===== src/rtl/ir_filt_pkg.sv =====
package ir_filt_pkg;
  typedef enum logic [1:0] {
    FR_HUNT = 2'd0,
    FR_PASS = 2'd1,
    FR_SKIP = 2'd2
  } fr_state_e;
endpackage


===== src/rtl/ir_rx_line_cond.sv =====
module ir_rx_line_cond #(
  parameter logic IDLE_LVL = 1'b1
) (
  input  logic clk,
  input  logic rst_n,
  input  logic pin_i,
  input  logic passthru_i,
  input  logic block_i,
  output logic line_o
);
  logic line_n;
  logic line_q;

  always_comb begin
    if (block_i)         line_n = IDLE_LVL;
    else if (passthru_i) line_n = pin_i;
    else                 line_n = ~pin_i;
  end

  always_ff @(posedge clk or negedge rst_n) begin
    if (!rst_n) line_q <= IDLE_LVL;
    else        line_q <= line_n;
  end

  assign line_o = line_q;
endmodule


===== src/rtl/ir_addr_match.sv =====
module ir_addr_match #(
  parameter int DATA_W   = 8,
  parameter int NUM_ADDR = 2
) (
  input  logic [DATA_W-1:0]          byte_i,
  input  logic [NUM_ADDR*DATA_W-1:0] addr_i,
  input  logic [NUM_ADDR-1:0]        en_i,
  output logic                       accept_o
);
  logic [NUM_ADDR-1:0] hit;

  for (genvar g = 0; g < NUM_ADDR; g++) begin : g_cmp
    assign hit[g] = en_i[g] && (byte_i == addr_i[g*DATA_W +: DATA_W]);
  end

  // all comparators off: open filter
  assign accept_o = (en_i == '0) || (|hit);
endmodule


===== src/rtl/ir_frame_gate.sv =====
module ir_frame_gate
  import ir_filt_pkg::*;
#(
  parameter int DATA_W = 8
) (
  input  logic              clk,
  input  logic              rst_n,
  input  logic              block_i,
  input  logic              valid_i,
  input  logic              sof_i,
  input  logic              eof_i,
  input  logic [DATA_W-1:0] data_i,
  input  logic              accept_i,
  output logic              wr_o,
  output logic [DATA_W-1:0] data_o,
  output logic              last_o,
  output logic              discard_o
);
  fr_state_e         state_q, state_n;
  logic              wr_q, wr_n;
  logic              last_q, last_n;
  logic              disc_q, disc_n;
  logic [DATA_W-1:0] data_q;
  logic              data_en;

  always_comb begin
    state_n = state_q;
    wr_n    = 1'b0;
    last_n  = 1'b0;
    disc_n  = 1'b0;
    if (block_i) begin
      disc_n  = (state_q == FR_PASS);
      state_n = FR_HUNT;
    end else if (valid_i) begin
      if (sof_i) begin
        disc_n = (state_q == FR_PASS);
        wr_n   = accept_i;
        last_n = accept_i && eof_i;
        if (eof_i)         state_n = FR_HUNT;
        else if (accept_i) state_n = FR_PASS;
        else               state_n = FR_SKIP;
      end else begin
        if (state_q == FR_PASS) begin
          wr_n   = 1'b1;
          last_n = eof_i;
        end
        if (eof_i && state_q != FR_HUNT) state_n = FR_HUNT;
      end
    end
  end

  assign data_en = wr_n;

  always_ff @(posedge clk or negedge rst_n) begin
    if (!rst_n) begin
      state_q <= FR_HUNT;
      wr_q    <= 1'b0;
      last_q  <= 1'b0;
      disc_q  <= 1'b0;
    end else begin
      state_q <= state_n;
      wr_q    <= wr_n;
      last_q  <= last_n;
      disc_q  <= disc_n;
    end
  end

  always_ff @(posedge clk or negedge rst_n) begin
    if (!rst_n)       data_q <= '0;
    else if (data_en) data_q <= data_i;
  end

  assign wr_o      = wr_q;
  assign data_o    = data_q;
  assign last_o    = last_q;
  assign discard_o = disc_q;
endmodule


===== src/rtl/ir_rx_addr_filter.sv =====
module ir_rx_addr_filter #(
  parameter int DATA_W = 8
) (
  input  logic              clk,
  input  logic              rst_n,
  input  logic              rx_pin,
  output logic              rx_line,
  input  logic              cfg_rx_passthru,
  input  logic              cfg_rx_disable,
  input  logic              tx_active,
  input  logic [1:0]        cfg_match_en,
  input  logic [DATA_W-1:0] cfg_addr1,
  input  logic [DATA_W-1:0] cfg_addr2,
  input  logic              in_valid,
  input  logic              in_sof,
  input  logic              in_eof,
  input  logic [DATA_W-1:0] in_data,
  output logic              fifo_wr,
  output logic [DATA_W-1:0] fifo_data,
  output logic              fifo_last,
  output logic              fifo_discard
);
  localparam int NUM_ADDR = 2;
  localparam int RST_STG  = 2;

  logic [RST_STG-1:0]        rst_sync_q;
  logic                      rst_sync_n;
  logic                      rx_block;
  logic                      addr_ok;
  logic [NUM_ADDR*DATA_W-1:0] addr_vec;

  always_ff @(posedge clk or negedge rst_n) begin
    if (!rst_n) rst_sync_q <= '0;
    else        rst_sync_q <= {rst_sync_q[RST_STG-2:0], 1'b1};
  end
  assign rst_sync_n = rst_sync_q[RST_STG-1];

  assign rx_block = cfg_rx_disable | tx_active;
  assign addr_vec = {cfg_addr2, cfg_addr1};

  ir_rx_line_cond #(.IDLE_LVL(1'b1)) u_line (
    .clk        (clk),
    .rst_n      (rst_sync_n),
    .pin_i      (rx_pin),
    .passthru_i (cfg_rx_passthru),
    .block_i    (rx_block),
    .line_o     (rx_line)
  );

  ir_addr_match #(.DATA_W(DATA_W), .NUM_ADDR(NUM_ADDR)) u_match (
    .byte_i   (in_data),
    .addr_i   (addr_vec),
    .en_i     (cfg_match_en),
    .accept_o (addr_ok)
  );

  ir_frame_gate #(.DATA_W(DATA_W)) u_gate (
    .clk       (clk),
    .rst_n     (rst_sync_n),
    .block_i   (rx_block),
    .valid_i   (in_valid),
    .sof_i     (in_sof),
    .eof_i     (in_eof),
    .data_i    (in_data),
    .accept_i  (addr_ok),
    .wr_o      (fifo_wr),
    .data_o    (fifo_data),
    .last_o    (fifo_last),
    .discard_o (fifo_discard)
  );
endmodule


===== config.mk =====
export PLATFORM = sky130hd
export DESIGN_NAME = ir_rx_addr_filter
export DESIGN_NICKNAME = d
export VERILOG_FILES = /design/src/rtl/ir_filt_pkg.sv /design/src/rtl/ir_rx_line_cond.sv /design/src/rtl/ir_addr_match.sv /design/src/rtl/ir_frame_gate.sv /design/src/rtl/ir_rx_addr_filter.sv
export SDC_FILE = /design/constraint.sdc
export NUM_CORES = 1
export LEC_CHECK = 0
export BUFFER_PORTS_ARGS = -buffer_cell sky130_fd_sc_hd__buf_2
export CAP_MARGIN = 20
export CORE_MARGIN = 3
export CORE_UTILIZATION = 45
export DETAILED_ROUTE_END_ITERATION = 10
export PLACE_DENSITY_LB_ADDON = 0.3
export SYNTH_ARGS = -nofsm -noshare
export SYNTH_HDL_FRONTEND = slang
export SYNTH_HIERARCHICAL = 1
export SYNTH_SLANG_ARGS = --single-unit

===== constraint.sdc =====
create_clock -name clk -period 1.1 [get_ports clk]
set_input_delay 0.22 -clock clk [delete_from_list [all_inputs] [get_ports clk]]
set_output_delay 0.22 -clock clk [all_outputs]
set_load 0.01 [all_outputs]

**Yosys cells after proc, flatten, opt, wreduce, memory -nomap -nowiden**

Index checks and enable logic that the tools add are counted.

- Logic and storage cells: 42
- Output and inout bits: 12
- Flip-flop bits (word level): 16

- Bitwise logic cells: 2
- Equality and inequality tests: 3
- Reduce and logical (&&, ||, !) cells: 11
- Multiplexer cells: 19

Operators by type and width:

| operator | number |
|---|---|
| equality test 8 bit | 2 |
| two-way mux 1 bit | 13 |
| two-way mux 2 bit | 6 |
| logical AND 1 bit | 4 |
| nonzero test 2 bit | 2 |
| nonzero test 3 bit | 1 |
| equality test 2 x 1 -> 1 bit (second input constant) | 1 |
| logical NOT 2 bit | 1 |
| AND reduction 2 bit | 1 |
| OR reduction 2 bit | 1 |
| logical OR 1 bit | 1 |
| NOT 1 bit | 1 |
| OR 1 bit | 1 |

**Logic depth before layout (Yosys ltp)**

- Word-level depth: 9
- Mapped depth: 7

**Modules after synthesis**

The synthesis kept the hierarchy.

By module, submodules not included:

| module | instances | area each (um^2) | cells each | seq. area each (um^2) |
|---|---|---|---|---|
| ir_frame_gate | 1 | 531.8 | 37 | 325.3 |
| ir_addr_match | 1 | 182.7 | 23 | 0.0 |
| ir_rx_addr_filter | 1 | 60.1 | 4 | 50.0 |
| ir_rx_line_cond | 1 | 41.3 | 3 | 26.3 |

**Least setup slack after synthesis**

Ideal clock, no wire load.

- Path type: input -> register
- Start: input cfg_addr1[6]
- End: register u_gate.data_q[0], in the netlist u_gate/data_o[0]
- Cell stages on the path: 7
- Setup slack: -0.624 ns
- Arrival: 1.599 ns
- Setup time: 0.125 ns
- Cell sequence: xor2_1 -> nor4_1 -> nand4_1 -> o211ai_1 -> nand2_1 -> a21oi_4 -> mux2_2

- Word-level cells in the longest chain between the ends: 7

Ends and longest elaborated chain:

| what | line | source |
|---|---|---|
| start, declared | ir_rx_addr_filter.sv:12 | `input logic [DATA_W-1:0] cfg_addr1,` |
| equality test 8 bit | ir_addr_match.sv:13 | `assign hit[g] = en_i[g] && (byte_i == addr_i[g*DATA_W +: DATA_W]);` |
| logical AND 1 bit | ir_addr_match.sv:13 |  |
| OR reduction 2 bit | ir_addr_match.sv:17 | `assign accept_o = (en_i == '0) \|\| (\|hit);` |
| logical OR 1 bit | ir_addr_match.sv:17 |  |
| via addr_ok | ir_rx_addr_filter.sv:29 | `logic addr_ok;` |
| two-way mux 1 bit | ir_frame_gate.sv:35 | `if (sof_i) begin` |
| two-way mux 1 bit | ir_frame_gate.sv:34 | `end else if (valid_i) begin` |
| two-way mux 1 bit | ir_frame_gate.sv:31 | `if (block_i) begin` |
| via u_gate.data_en | ir_frame_gate.sv:24 | `logic data_en;` |
| end signal, assigned | ir_frame_gate.sv:70 | `else if (data_en) data_q <= data_i;` |
| end, declared | ir_frame_gate.sv:23 | `logic [DATA_W-1:0] data_q;` |

The timed path passes the listed nets, and every way through them passes these cells.
A chain may end at the register's enable or synchronous reset.

**Worst setup path after layout**

- Start: input cfg_addr2[5]
- End: register u_gate.data_q[2], in the netlist u_gate/data_o[2]

- Word-level cells in the longest chain between the ends: 7

Ends and longest elaborated chain:

| what | line | source |
|---|---|---|
| start, declared | ir_rx_addr_filter.sv:13 | `input logic [DATA_W-1:0] cfg_addr2,` |
| equality test 8 bit | ir_addr_match.sv:13 |  |
| logical AND 1 bit | ir_addr_match.sv:13 |  |
| OR reduction 2 bit | ir_addr_match.sv:17 |  |
| logical OR 1 bit | ir_addr_match.sv:17 |  |
| via addr_ok | ir_rx_addr_filter.sv:29 |  |
| two-way mux 1 bit | ir_frame_gate.sv:35 |  |
| two-way mux 1 bit | ir_frame_gate.sv:34 |  |
| two-way mux 1 bit | ir_frame_gate.sv:31 |  |
| via u_gate.data_en | ir_frame_gate.sv:24 |  |

The timed path passes the listed nets, and every way through them passes these cells.

==> results.py <==
metrics = {
    "clock_network": {
        "cts_root_buf": "clkbuf_4",
        "cts_num_sinks": 16,
        "clock_latency_ps": 290,
        "numCtsBuffers": 3,
        "clockBufferDepth": 2,
        "htree_levels": 1,
        "cts_tree": "built",
        "clkTransAtPathRegs_ps": 90,
    },
    "timing": {
        "setup_slack_ps": -574,
        "slew_viol_final": 0,
        "skew_ps": 3.39,
        "worst_hold_slack_ps": 162,
        "clock.fmax_ghz": 0.597,
        "rsz0062_at_grt": "yes",
        "setup_violations": 13,
        "period_share_pct": 152,
        "report.final.hold_viol_count": 0,
        "fin_tns_setup_ps": -5700,
        "period_needed_ps": 1670,
    },
    "detailed_routing": {
        "drtIter0Drc": 3,
        "antenna_left": 0,
        "vias": 758,
        "vias_per_cell": 4.86,
        "drc": 0,
        "firstDrtPassIters": 4,
        "routed_wl_mm": 2.38,
        "wl_per_cell_um": 15.2,
    },
    "global_route": {
        "grt_pass1_wl_mm": 3.80,
        "grt_overflow": 0,
        "antenna_found_initial": 0,
        "grt_pass1_vias": 876,
        "grtUsageTotal_pct": 21.0,
        "grt_start_max_net_pins": 10,
    },
    "synth": {
        "async_reset_ff_share_pct": 100,
        "yosysWarnings": 6,
        "postSynth.topFlopCell": "dfrtp_1",
        "synth_fp_nets": 102,
        "synth_area_leaders": "dfrtp_1 (46%), xor2_1 (16%), mux2_2 (11%)",
        "synth_edf_count": 0,
        "synth_top_area_share_pct": 46.0,
        "syn-instance-count": 67,
        "avgSynthCellArea_um2": 12.2,
        "seq_area_frac_synth_pct": 49.2,
        "syn-cell-area_um2": 816,
        "yosys.area.top_type": "dfrtp_1",
        "synth_cell_types": 22,
        "ys_ff_latch": 16,
        "ys_top_cells_by_count": "dfrtp_1 (15), xor2_1 (15), mux2_2 (8)",
    },
    "floorplan": {
        "die-height_um": 48.6,
        "die_w_um": 48.6,
        "num_rows": 14,
        "pin_count": 47,
        "die_area_mm2": 0.00236,
        "core_mm2": 0.00161,
        "initial_core_util_pct": 50.6,
    },
    "setup_path": {
        "setup.worst_path.class": "input port to register",
        "cp.required_ps": 1270,
        "r2r_slack_ps": -450,
        "cp.arrival_ps": 1850,
        "cp_max_fo": 4,
        "crit_path_end_kind": "register",
        "critPathLaunchType": "input port",
    },
    "hold_path": {
        "worst_hold_path_type": "register to async pin",
    },
    "cells_and_area": {
        "drive_gt1_share_pct": 62.1,
        "post-route-util_pct": 83.9,
        "n_antenna_cell": 0,
        "seqCellArea_um2": 402,
        "multi_input_area_um2": 477,
        "fill_cells": 98,
        "finish.net_count": 168,
        "syn_to_final_growth_pct": 65.8,
    },
    "status": {
        "status": "complete, but fails checks",
        "failed_checks": "setup timing",
    },
    "power_and_ir_drop": {
        "fin_total_pwr_uw": 1510,
        "p_leak_uw": 0.000684,
        "power_density_mw_per_mm2": 1120,
        "ir_drop_uv": 951,
    },
    "placement": {
        "io_buffers": 46,
        "place.gp.congestion": 0.748,
        "dp_hpwl_mm": 1.74,
    },
    "job": {
        "drv_cap": 0,
    },
}
[metal layers]
metal / vias up / track usage [%] / routed length (µm)
met1: 358 / 22.3 / 835
met5: - / 0 / 0
met3: 8 / 4.91 / 102
li1: 363 / - / -
met2: 29 / 38.5 / 1380
met4: 0 / 10.9 / 57
[repair_timing]
| action | in CTS | in global routing |
|---|---|---|
| pin swaps | 13 | 9 |
| hold buffers | 1 | 0 |
| resized for setup | 24 | 7 |
| setup buffers | 2 | 1 |
| endpoints found under the setup margin | 13 | 13 |
| hold endpoints to repair | 2 | 0 |
[state kept, by name, summed over array words and instances (netlist names)]
register / cells
u_gate/data_o: 8
rst_sync_q: 2
u_gate/state_q: 2
u_gate/discard_o: 1
u_gate/last_o: 1
u_gate/wr_o: 1
u_line/line_o: 1
[metrics by stage]
stage / worst slack, ps / instances / instance area, µm²
after floorplan: -596 / 67 / 816
after global placement: -764 / 150 / 1170
after detailed placement: -836 / 150 / 1170
after CTS: -523 / 156 / 1320
after global routing: -609 / 156 / 1350
final: -574 / 156 / 1350
[critical path, cell delays in order]
cell      delay (ps)
buf_6             90
xor2_1           150
nor4_1           310
nand4_1          150
o211ai_1         150
nand2_1          140
a21oi_4          190
buf_6            140
mux2_4           300
[cell families after synthesis]
family / count (synthesis) / synth area share (%)
multiplexers: 8 / 11.0
buffers and inverters: 1 / 0.460
XOR/XNOR: 17 / 18.3
AO/OA/AOI/OAI: 7 / 7.36
AND/OR/NAND/NOR: 17 / 13.2
other: 1 / 0.460
flip-flops: 16 / 49.2
[final cells by class]
cell class / instances / area share [%]
multi-input cells: 50 / 35.2
repair buffers: 61 / 29.9
flip-flops and latches: 16 / 29.7
clock buffers: 4 / 2.68
well taps: 24 / 2.22
inverters: 1 / 0.278
[power by group]
group / internal, µW / leakage (µW) / total [µW] / switching (µW)
clock: 202 / 0.0000210 / 378 / 177
combinational: 253 / 0.000457 / 433 / 179
sequential: 658 / 0.000205 / 702 / 43.7
[worst paths after layout]
check / from / end / cells after the start
worst max-delay path: cfg_addr2[5] / u_gate/data_o[2]$_DFFE_PN0P_ / 9
worst min-delay path: rst_sync_q[1]$_DFF_PN0_ / u_gate/data_o[1]$_DFFE_PN0P_ / 0
worst max register to register: u_gate/state_q[0]$_DFFE_PN0P_ / u_gate/data_o[2]$_DFFE_PN0P_ / 4
worst min register to register: rst_sync_q[1]$_DFF_PN0_ / u_gate/data_o[1]$_DFFE_PN0P_ / 0
max in group asynchronous: rst_sync_q[1]$_DFF_PN0_ / u_gate/last_o$_DFF_PN0_ / 1
min in group clk: in_data[5] / u_gate/data_o[5]$_DFFE_PN0P_ / 2
[layout by cell type (no fill, tap or decap)]
cell type      count
a21oi_1            1
a21oi_2            1
a21oi_4            1
a2bb2oi_2          1
and2_2             1
and3_4             1
buf_2             39
buf_4             11
buf_6              9
buf_8              1
clkbuf_4           3
clkbuf_8           1
conb_1             1
dfrtp_1           15
dfstp_2            1
dlygate4sd3_1      1
inv_1              1
mux2_4             8
nand2_1            2
nand2b_1           4
nand4_1            2
nor3_1             2
nor3b_1            1
nor4_1             2
o211ai_1           1
o32ai_2            2
or2_1              1
or3b_4             1
xnor2_1            2
xor2_1            14
xor2_2             1
Power figures use the tool's default switching activity.
